<file path="config.mk">
export PLATFORM = sky130hd
export DESIGN_NAME = stream_packer
export DESIGN_NICKNAME = d
export VERILOG_FILES = /design/src/rtl/stream_pack_pkg.sv /design/src/rtl/pack_prefix_scan.sv /design/src/rtl/pack_scatter.sv /design/src/rtl/stream_packer.sv
export SDC_FILE = /design/constraint.sdc
export NUM_CORES = 1
export LEC_CHECK = 0
export ABC_AREA = 1
export BUFFER_PORTS_ARGS = -buffer_cell sky130_fd_sc_hd__buf_2
export CAP_MARGIN = 20
export CORE_MARGIN = 4
export CORE_UTILIZATION = 60
export DETAILED_ROUTE_END_ITERATION = 8
export GPL_ROUTABILITY_DRIVEN = 0
export HOLD_SLACK_MARGIN = 0.08
export PLACE_DENSITY = 0.82
export SLEW_MARGIN = 20
export SYNTH_ARGS = -nofsm -noshare
export SYNTH_HDL_FRONTEND = slang
export SYNTH_SLANG_ARGS = --single-unit
</file>
<file path="constraint.sdc">
create_clock -name clk -period 3.3 [get_ports clk]
set_input_delay 0.165 -clock clk [delete_from_list [all_inputs] [get_ports clk]]
set_output_delay 0.165 -clock clk [all_outputs]
set_load 0.02 [all_outputs]
</file>
<file path="src/rtl/stream_pack_pkg.sv">
package stream_pack_pkg;
    typedef enum logic [1:0] {
        S_IDLE    = 2'd0,
        S_SCAN    = 2'd1,
        S_SCATTER = 2'd2,
        S_DONE    = 2'd3
    } pack_state_t;
endpackage

</file>
<file path="src/rtl/pack_prefix_scan.sv">
// Inclusive sum of keep flags, one doubling step per advance.
module pack_prefix_scan #(
    parameter int N    = 8,
    parameter int CW   = 4,
    parameter int LOGN = 3,
    parameter int SW   = 2
) (
    input  logic            clk,
    input  logic            rst_n,
    input  logic            load,
    input  logic            advance,
    input  logic [SW-1:0]   stage,
    input  logic [N-1:0]    keep,
    output logic [N*CW-1:0] incl
);
    logic [CW-1:0] acc     [N];
    logic [CW-1:0] acc_nxt [N];
    logic [CW-1:0] partner [N][LOGN];

    for (genvar i = 0; i < N; i++) begin : g_lane
        for (genvar s = 0; s < LOGN; s++) begin : g_step
            if (i >= (1 << s)) begin : g_src
                assign partner[i][s] = acc[i - (1 << s)];
            end else begin : g_none
                assign partner[i][s] = '0;
            end
        end

        always_comb begin
            acc_nxt[i] = acc[i];
            for (int s = 0; s < LOGN; s++) begin
                if (stage == SW'(s)) acc_nxt[i] = acc[i] + partner[i][s];
            end
        end

        always_ff @(posedge clk) begin
            if (!rst_n)       acc[i] <= '0;
            else if (load)    acc[i] <= CW'(keep[i]);
            else if (advance) acc[i] <= acc_nxt[i];
        end

        assign incl[i*CW +: CW] = acc[i];
    end
endmodule

</file>
<file path="src/rtl/pack_scatter.sv">
// Writes each kept lane into the slot named by its exclusive sum.
module pack_scatter #(
    parameter int N  = 8,
    parameter int W  = 8,
    parameter int CW = 4
) (
    input  logic [N*W-1:0]  data,
    input  logic [N-1:0]    keep,
    input  logic [N*CW-1:0] excl,
    output logic [N*W-1:0]  packed_out
);
    always_comb begin
        packed_out = '0;
        for (int j = 0; j < N; j++) begin
            for (int i = 0; i < N; i++) begin
                if (keep[i] && excl[i*CW +: CW] == CW'(j))
                    packed_out[j*W +: W] = data[i*W +: W];
            end
        end
    end
endmodule

</file>
<file path="src/rtl/stream_packer.sv">
module stream_packer #(
    parameter int LANES  = 8,
    parameter int DATA_W = 8
) (
    input  logic                      clk,
    input  logic                      rst_n,
    input  logic                      start,
    input  logic [LANES*DATA_W-1:0]   in_data,
    input  logic [LANES-1:0]          in_keep,
    output logic [LANES*DATA_W-1:0]   out_data,
    output logic [$clog2(LANES+1)-1:0] out_count,
    output logic                      done
);
    import stream_pack_pkg::*;

    localparam int CW   = $clog2(LANES + 1);
    localparam int LOGN = $clog2(LANES);
    localparam int SW   = (LOGN > 1) ? $clog2(LOGN) : 1;

    pack_state_t           state, state_nxt;
    logic [SW-1:0]         step_q;
    logic [LANES*DATA_W-1:0] data_q;
    logic [LANES-1:0]      keep_q;
    logic [LANES*CW-1:0]   incl;
    logic [LANES*CW-1:0]   excl;
    logic [LANES*DATA_W-1:0] packed_w;
    logic                  last_step;

    assign last_step = (step_q == SW'(LOGN - 1));

    always_comb begin
        state_nxt = state;
        unique case (state)
            S_IDLE:    if (start) state_nxt = S_SCAN;
            S_SCAN:    if (last_step) state_nxt = S_SCATTER;
            S_SCATTER: state_nxt = S_DONE;
            S_DONE:    state_nxt = S_IDLE;
        endcase
    end

    always_ff @(posedge clk) begin
        if (!rst_n) state <= S_IDLE;
        else        state <= state_nxt;
    end

    always_ff @(posedge clk) begin
        if (!rst_n) begin
            step_q    <= '0;
            data_q    <= '0;
            keep_q    <= '0;
            out_data  <= '0;
            out_count <= '0;
        end else begin
            unique case (state)
                S_IDLE: begin
                    step_q <= '0;
                    if (start) begin
                        data_q <= in_data;
                        keep_q <= in_keep;
                    end
                end
                S_SCAN:    step_q <= step_q + SW'(1);
                S_SCATTER: begin
                    out_data  <= packed_w;
                    out_count <= incl[(LANES-1)*CW +: CW];
                end
                S_DONE:    step_q <= '0;
            endcase
        end
    end

    assign done = (state == S_DONE);

    for (genvar i = 0; i < LANES; i++) begin : g_excl
        assign excl[i*CW +: CW] = incl[i*CW +: CW] - CW'(keep_q[i]);
    end

    pack_prefix_scan #(.N(LANES), .CW(CW), .LOGN(LOGN), .SW(SW)) scan_i (
        .clk     (clk),
        .rst_n   (rst_n),
        .load    (state == S_IDLE && start),
        .advance (state == S_SCAN),
        .stage   (step_q),
        .keep    (in_keep),
        .incl    (incl)
    );

    pack_scatter #(.N(LANES), .W(DATA_W), .CW(CW)) scatter_i (
        .data       (data_q),
        .keep       (keep_q),
        .excl       (excl),
        .packed_out (packed_w)
    );
endmodule

</file>
## Yosys cells after proc, flatten, opt, wreduce, memory -nomap -nowiden

Memories as Yosys holds them, arrays and structs flattened.
Cells that the tools add are included.

- Bits of input ports: 75
- Output and inout bits: 69
- Register bits: 144
- Bits in writable memories: 32
- Memories: 1
- Logic and storage cells: 304

- Add/sub/neg operators: 26
- Muxes and demuxes: 113
- Bitwise logic cells: 16
- Reductions and logical operators: 79
- Eq/ne operators: 63

Memories:

| memory | depth | bits a word | rd ports | clocked after Yosys merged registers in | wr ports | RTL line | RTL |
|---|---|---|---|---|---|---|---|
| scan_i.acc | 8 | 4 | 8 | 0 | 8 | pack_prefix_scan.sv:16 | `logic [CW-1:0] acc [N];` |

Operators with widths:

| kind | count |
|---|---|
| $mux 8 | 64 |
| $mux 4 | 37 |
| $eq 4x3->1 const B | 32 |
| $add 4x4->4 | 17 |
| $logic_and 1x1->1 | 65 |
| $eq 4x2->1 const B | 16 |
| $eq 4x1->1 const B | 8 |
| $logic_not 4->1 | 8 |
| $sub 4x1->4 | 8 |
| $or 1x1->1 | 16 |
| $mux 1 | 8 |
| $pmux 2 s4 | 1 |
| $eq 2x2->1 const B | 3 |
| $eq 2x1->1 const B | 2 |
| $logic_not 2->1 | 2 |
| $mux 2 | 2 |
| $ne 2x2->1 const B | 2 |
| $pmux 2 s2 | 1 |
| $reduce_and 2->1 | 2 |
| $add 2x1->2 const B | 1 |
| $reduce_bool 2->1 | 1 |
| $reduce_or 2->1 | 1 |

## Logic depth before layout (Yosys ltp)

Gate-level depths: netlist of run 1.
An unclocked memory read counts as a cell.

- Depth after elaboration: 12
- Depth in mapped cells: 17
- Gate-level depth less buffers: 17

## Modules after synthesis

A second synthesis of run 1 with hierarchy kept.

- Cells, all modules: 2581
- Area, all modules: 14685.3 sq um

Modules (own cells, without submodules):

| module | sequential area each (sq um) | area each (sq um) | instances | cells each |
|---|---|---|---|---|
| pack_scatter | 0.0 | 6597.6 | 1 | 1569 |
| stream_packer | 2882.8 | 5700.5 | 1 | 719 |
| pack_prefix_scan | 870.8 | 2387.3 | 1 | 293 |

## Worst setup path before layout of run 1

OpenSTA, ideal clock, no wires.

- Path kind: register -> register
- From: register step_q[1]
- To: memory scan_i.acc[6][3] (netlist: scan_i.acc[1][11]), data pin
- Setup time: 0.266 ns
- Data required time: 3.034 ns
- Slack: 0.783 ns
- Arrival time: 2.251 ns
- Path buffers: 2
- Stages on the path, launching flop included: 14
- Clock period less this slack: 2.517 ns
- Cell sequence: dfxtp_1 -> inv_1 -> ha_1 -> inv_1 -> clkbuf_1 -> clkbuf_1 -> nor2_1 -> o22ai_1 -> ha_1 -> a21oi_1 -> nand2_1 -> xor2_1 -> xor2_1 -> nor2_1

RTL lines:

| element | RTL line | RTL |
|---|---|---|
| start: declaration | stream_packer.sv:21 | `logic [SW-1:0] step_q;` |
| start signal: assignment | stream_packer.sv:62 | `S_SCAN: step_q <= step_q + SW'(1);` |
| end: declaration | pack_prefix_scan.sv:16 |  |

## Worst setup path in the final report of run 1

- From: register state[0]
- To: register keep_q[7]

- Word-level cells in the longest chain between the ends: 2

Ends and longest elaborated chain:

| element | RTL line | RTL |
|---|---|---|
| start: declaration | stream_packer.sv:20 | `pack_state_t state, state_nxt;` |
| start signal: assignment | stream_packer.sv:43 | `else state <= state_nxt;` |
| $logic_not 2->1 | stream_packer.sv:54 | `unique case (state)` |
| $reduce_and 2->1 (no line) | -- |  |
| end signal: assignment | stream_packer.sv:59 | `keep_q <= in_keep;` |
| end: declaration | stream_packer.sv:23 | `logic [LANES-1:0] keep_q;` |

Every way passes these cells.
A chain may end at the register's enable or synchronous reset.

==> reports/metrics.yaml, run 1 <==
power_and_ir_drop:
  vdd.ir_drop.worst_mv: 0.845
  power_leakage_nw: 6.92
  powerDensity_mw_per_mm2: 676
sta:
  tns_ps: 0
  finalHoldViolCount: 0
  relSlewSlack: 0.350
  fin_worst_skew_ps: 12.5
  fmax_mhz: 350
  grt_setup_unrepaired: "false"
  min_period_ps: 2860
  slew_violations: 0
  max_slew.worst_pin.slew_ps: 972
  final.period_utilization: 0.866
  final-setup-viol-count: 0
yosys:
  synth_nets: 2132
  syn_area_mm2: 0.0126
  synth_cell_types: 39
  ys_seq_area_frac: 0.297
  synthCells: 2004
  ys_ff_latch: 173
  syn_avg_cell_area_um2: 6.31
  yosysWarnings: 0
floorplanning:
  core_region_area_mm2: 0.0205
  std_cell_rows: 52
  die_w_um: 153
  ios: 144
  die_h_um: 153
  start_util: 0.617
  die-area_mm2: 0.0235
grt:
  grt_pass1_vias: 13700
  grt.total_usage: 0.363
  grt_antenna_before_repair: 0
  grt_max_degree: 130
  grt_pass1_wl_um: 69500
  gr-total-overflow: 0
status:
  outcome: "complete, no violations"
clock_network:
  clk_latency_ps: 450
  clk_pin_slew_worst_paths_ps: 80
  cts_resized: 0
  cts_root_buf: "clkbuf_16"
  cts_buffers: 17
  clkSinkCount: 173
  clock_path_buffers: 2
  htree_levels: 4
  cts_tree: "yes"
worst_setup_path:
  crit_path_start_kind: "flip-flop"
  endpoint_kind: "flip-flop"
  critPathArrivalTime_ps: 3250
  crit_type: "flip-flop to flip-flop"
  critPathRequiredTime_ps: 3690
  crit_fanout: 25
detailed_routing:
  dr.pass1.iters: 9
  drtAntennaViolNets: 0
  wl_um: 44200
  drc: 0
  vias: 14700
  wl_per_cell_um: 18.0
  drt-initial-drc-count: 2350
  avgViaCountPerCell: 5.99
placement:
  port-buffer-count: 143
  hpwl_um: 31800
  dp.cells: 2349
layout:
  drive_gt1_frac: 0.133
  nets: 2301
  final_common_cell: "nand2_1"
  final_cell_mix: "nand2_1, nand3_1, a21oi_1"
  fillers: 1644
  antennaDiodeCount: 0
  instances_no_fill: 2456
  area_growth_pct: 17.0
hold_path:
  hold_path.class: "primary input to flip-flop"
flow_run:
  cap_viol_max_count: 0
cell usage after synthesis:
library cell / n / share of area
o22ai_1: 5 / 0.0025
or2_2: 2 / 0.00099
a21oi_2: 26 / 0.018
inv_1: 109 / 0.032
clkinv_1: 30 / 0.0089
o21ai_1: 2 / 0.00079
nand2_2: 15 / 0.0074
nand3_1: 274 / 0.11
buf_2: 11 / 0.0044
dfxtp_1: 144 / 0.23
nand3b_4: 1 / 0.0016
ha_1: 47 / 0.046
buf_1: 14 / 0.0042
nand4_2: 8 / 0.0079
a211oi_1: 4 / 0.0024
xor2_1: 16 / 0.011
nor2_1: 108 / 0.032
or2_1: 1 / 0.00049
nand2_1: 666 / 0.20
buf_6: 3 / 0.0027
xnor2_1: 8 / 0.0055
nand3_4: 2 / 0.0028
o31ai_1: 6 / 0.0036
nor2_2: 4 / 0.0020
inv_2: 15 / 0.0045
clkbuf_1: 51 / 0.015
fa_1: 6 / 0.0095
nor3_1: 13 / 0.0051
edfxtp_1: 29 / 0.069
nand4_1: 3 / 0.0015
nor3_4: 1 / 0.0013
nand3b_1: 1 / 0.00059
a22oi_1: 3 / 0.0018
nand2_4: 2 / 0.0018
a21oi_1: 266 / 0.11
o21ai_0: 81 / 0.032
nand3_2: 1 / 0.00079
nor2_4: 15 / 0.013
buf_4: 11 / 0.0065
final cells by class:
type / instances / area [um2] / share of cell area
multi-input combinational: 1587 / 7910 / 0.534
sequential: 173 / 3750 / 0.254
timing repair buffer: 240 / 1640 / 0.110
inverter: 154 / 579 / 0.0391
clock buffer: 19 / 443 / 0.0299
tap: 270 / 338 / 0.0228
clock inverter: 13 / 144 / 0.00972
metrics by stage:
stage | total power [mW] | hold slack [ps] | worst slack (ps) | area, um2 | util
floorplan | 6.41 | 268 | 783 | 12600 | -
global placement | 7.51 | 352 | 686 | 13500 | 0.657
detailed placement | 7.67 | 360 | 535 | 13500 | 0.657
CTS | 9.82 | 190 | 487 | 14800 | 0.722
global route | 10.6 | 277 | 194 | 14800 | 0.722
finish | 10.0 | 190 | 443 | 14800 | 0.722
per-layer routing:
layer  wire, um  vias up  track usage
li1           -     6951            -
met4       2260        0        0.169
met1      16200     6535        0.462
met2      20500     1002        0.601
met3       5290      214       0.0628
met5          0        -            0
power by group:
group	leakage, nW	internal, mW	total, mW	switching, mW
Sequential	1.49	2.63	3.16	0.539
Combinational	5.15	1.52	4.76	3.24
Clock	0.288	1.09	2.08	0.989
worst max-delay path: stages (launching register included):
cell           delay [ps]
dfxtp_1               340
inv_1                 150
ha_1                  180
nand2_1               210
nor2_4                570
inv_1                 490
o21ai_0               260
dlygate4sd3_1         580
kinds of logic after synthesis:
family | after synthesis | synth area share
adders and majority gates | 53 | 0.0560
and+or+nand+nor | 1117 | 0.386
buffers and inverters | 244 | 0.0786
AOI/OAI and AO/OA | 393 | 0.166
xor gates and xnor gates | 24 | 0.0166
DFF | 173 | 0.297
sequential cells by signal, indices dropped and copies added, names as in the netlist:
| name | count |
|---|---|
| state | 2 |
| data_q | 64 |
| scan_i.acc | 29 |
| out_data | 64 |
| out_count | 4 |
| step_q | 2 |
| keep_q | 8 |
path summary, 6_finish.rpt:
check / startpoint / to / cells after the start / slack, ps
setup / recovery: state[0] / keep_q[7] / 7 / 440
hold reg to reg: out_data[51] / out_data[51] / 2 / 460
hold / removal: start / state[1] / 3 / 190
setup reg to reg: state[0] / keep_q[7] / 7 / 440
repair_timing:
| item | CTS | global route |
|---|---|---|
| hold buffers | 75 | 0 |
| setup buffers | 0 | 0 |
| endpoints found under the hold margin | 73 | 0 |
Power figures use the tool's default switching activity.
==> run 2, diff against run 1 <==
Settings changed: CELL_PAD_IN_SITES_DETAIL_PLACEMENT set to 0, CELL_PAD_IN_SITES_GLOBAL_PLACEMENT set to 1, CORE_UTILIZATION 60 to 42, PLACE_DENSITY 0.82 to not set, PLACE_DENSITY_LB_ADDON set to 0.1.
==> reports/metrics.yaml, run 2 (synthesis results as in run 1) <==
status:
  outcome: "complete, no violations"
detailed_routing:
  vias: 14000  # -5.0%
  drt-initial-drc-count: 1693  # -28%
  wl_per_cell_um: 18.4  # +2.2%
  drtAntennaViolNets: 0  # unchanged
  dr.pass1.iters: 5  # -4
  avgViaCountPerCell: 5.42  # -9.4%
  drc: 0  # unchanged
  wl_um: 47400  # +7.2%
grt:
  grt_antenna_before_repair: 0  # unchanged
  grt_pass1_wl_um: 73700  # +6.1%
  grt_pass1_vias: 13300  # -2.6%
  gr-total-overflow: 0  # unchanged
  grt_max_degree: 110  # -15%
  grt.total_usage: 0.284  # -0.0789
hold_path:
  min-delay-start: "rst_n"
  hold_path.class: "primary input to flip-flop"
sta:
  grt_setup_unrepaired: "false"
  min_period_ps: 2810  # -42.2 ps
  final.period_utilization: 0.853  # -0.0128
  finalHoldViolCount: 0  # unchanged
  fmax_mhz: 355  # +1.5%
  relSlewSlack: 0.375  # +0.0252
  final-setup-viol-count: 0  # unchanged
  fin_worst_skew_ps: 12.0  # -0.568 ps
  slew_violations: 0  # unchanged
  tns_ps: 0  # unchanged
  max_slew.worst_pin.slew_ps: 938  # -34.2 ps
clock_network:
  clkSinkCount: 173  # unchanged
  cts_resized: 0  # unchanged
  cts_root_buf: "clkbuf_16"
  postCtsSetupRepairBufs: 0  # unchanged
  clk_latency_ps: 460  # about the same
  postCtsHoldBufs: 72  # -4.0%
  clk_pin_slew_worst_paths_ps: 80  # about the same
  cts_buffers: 17  # unchanged
  cts_tree: "yes"
  htree_levels: 4  # unchanged
  clock_path_buffers: 2  # unchanged
layout:
  nets: 2302  # +0.043%
  final_cell_mix: "nand2_1, nand3_1, a21oi_1"
  area_growth_pct: 18.3
  antennaDiodeCount: 0  # unchanged
  stdcell_area_mm2: 0.0150  # +1.1%
  final_common_cell: "nand2_1"
  seqCellArea_mm2: 0.00375  # unchanged
  drive_gt1_frac: 0.135  # +0.00223
  multiInputGateArea_mm2: 0.00791  # unchanged
  reg_top3: "data_q (64), out_data (64), scan_i.acc (29)"
  fillers: 3142  # +91%
worst_setup_path:
  endpoint: "scan_i.acc[1][10]"
  crit_path_start_kind: "flip-flop"
  endpoint_kind: "flip-flop"
  rr_endpoint: "scan_i.acc[1][10]"
  critPathRequiredTime_ps: 3510  # -180 ps
  startpoint: "step_q[1]"
  reg2reg_from: "step_q[1]"
  r2r_slack_ps: 490  # +40 ps
  crit_type: "flip-flop to flip-flop"
  reg2reg_depth: 10  # +3
  crit_fanout: 23  # -8.0%
  critPathArrivalTime_ps: 3030  # -220 ps
floorplanning:
  die-area_mm2: 0.0330  # +40%
  std_cell_rows: 63  # +21%
  die_h_um: 182  # +19%
  core_region_area_mm2: 0.0296  # +45%
  start_util: 0.427  # -0.190
  die_w_um: 182  # +19%
  ios: 144  # unchanged
power_and_ir_drop:
  power_mw: 10.0  # +0.20%
  vdd.ir_drop.worst_mv: 0.844  # -0.12%
  power_leakage_nw: 6.93  # +0.12%
  powerDensity_mw_per_mm2: 670  # -0.89%
placement:
  placed_area_mm2: 0.0136  # +1.3%
  hpwl_um: 35900  # +13%
  port-buffer-count: 143  # unchanged
flow_run:
  cap_viol_max_count: 0  # unchanged
[run 2: changes by cell type in the layout (fill, tap and decap cells not counted), moves of 3 or more]
cell / before / now
buf_4: 21 / 25
dlygate4sd3_1: 75 / 72
inv_6: 4 / 1
inv_8: 3 / 6
[run 2: how the worst min path moves through the flow]
stage	endpoint	slack, ps	depth (start not counted)
floorplan	data_q[0]	270	2
global placement	data_q[4]	350	3
detailed placement	data_q[7]	360	3
CTS	out_count[1]	140	3
finish	out_count[1]	160	3
global route	out_count[0]	170	3
[run 2: critical path, cell delays in order, from the launching register on]
cell	delay (ps)
dfxtp_1	330
inv_1	70
ha_1	190
inv_1	500
a21oi_1	140
o21ai_0	150
o21ai_0	270
ha_1	300
fa_1	390
xnor2_1	170
nor2_1	50
[run 2: routing by layer]
metal	share of wire	global-route usage	up-vias
met4	0.031	0.106	0
met3	0.061	0.0276	92
met1	0.43	0.377	6375
li1	-	-	6964
met2	0.47	0.481	542
met5	0	0	-
[run 2: per-stage QoR]
step / worst slack (ps) / util / hold WS [ps] / cells
2_1_floorplan: 783 / - / 268 / 2004
4_1_cts: 511 / 0.505 / 135 / 2577
3_3_place_gp: 501 / 0.460 / 353 / 2473
3_5_place_dp: 519 / 0.460 / 356 / 2473
5_1_grt: 306 / 0.505 / 172 / 2577
6_report: 485 / 0.505 / 156 / 2577
[run 2: cell type report]
class | count | share of cell area
well taps | 390 | 0.0326
multi-input cells | 1587 | 0.528
clock inverters | 15 | 0.0117
clock buffers | 17 | 0.0284
repair buffers | 241 | 0.109
inverters | 154 | 0.0387
flip-flops and latches | 173 | 0.251
[run 2: power by group]
part	switching (mW)	leakage [nW]	internal (mW)
Combinational	3.24	5.15	1.52
Sequential	0.540	1.49	2.62
Clock	1.02	0.295	1.09
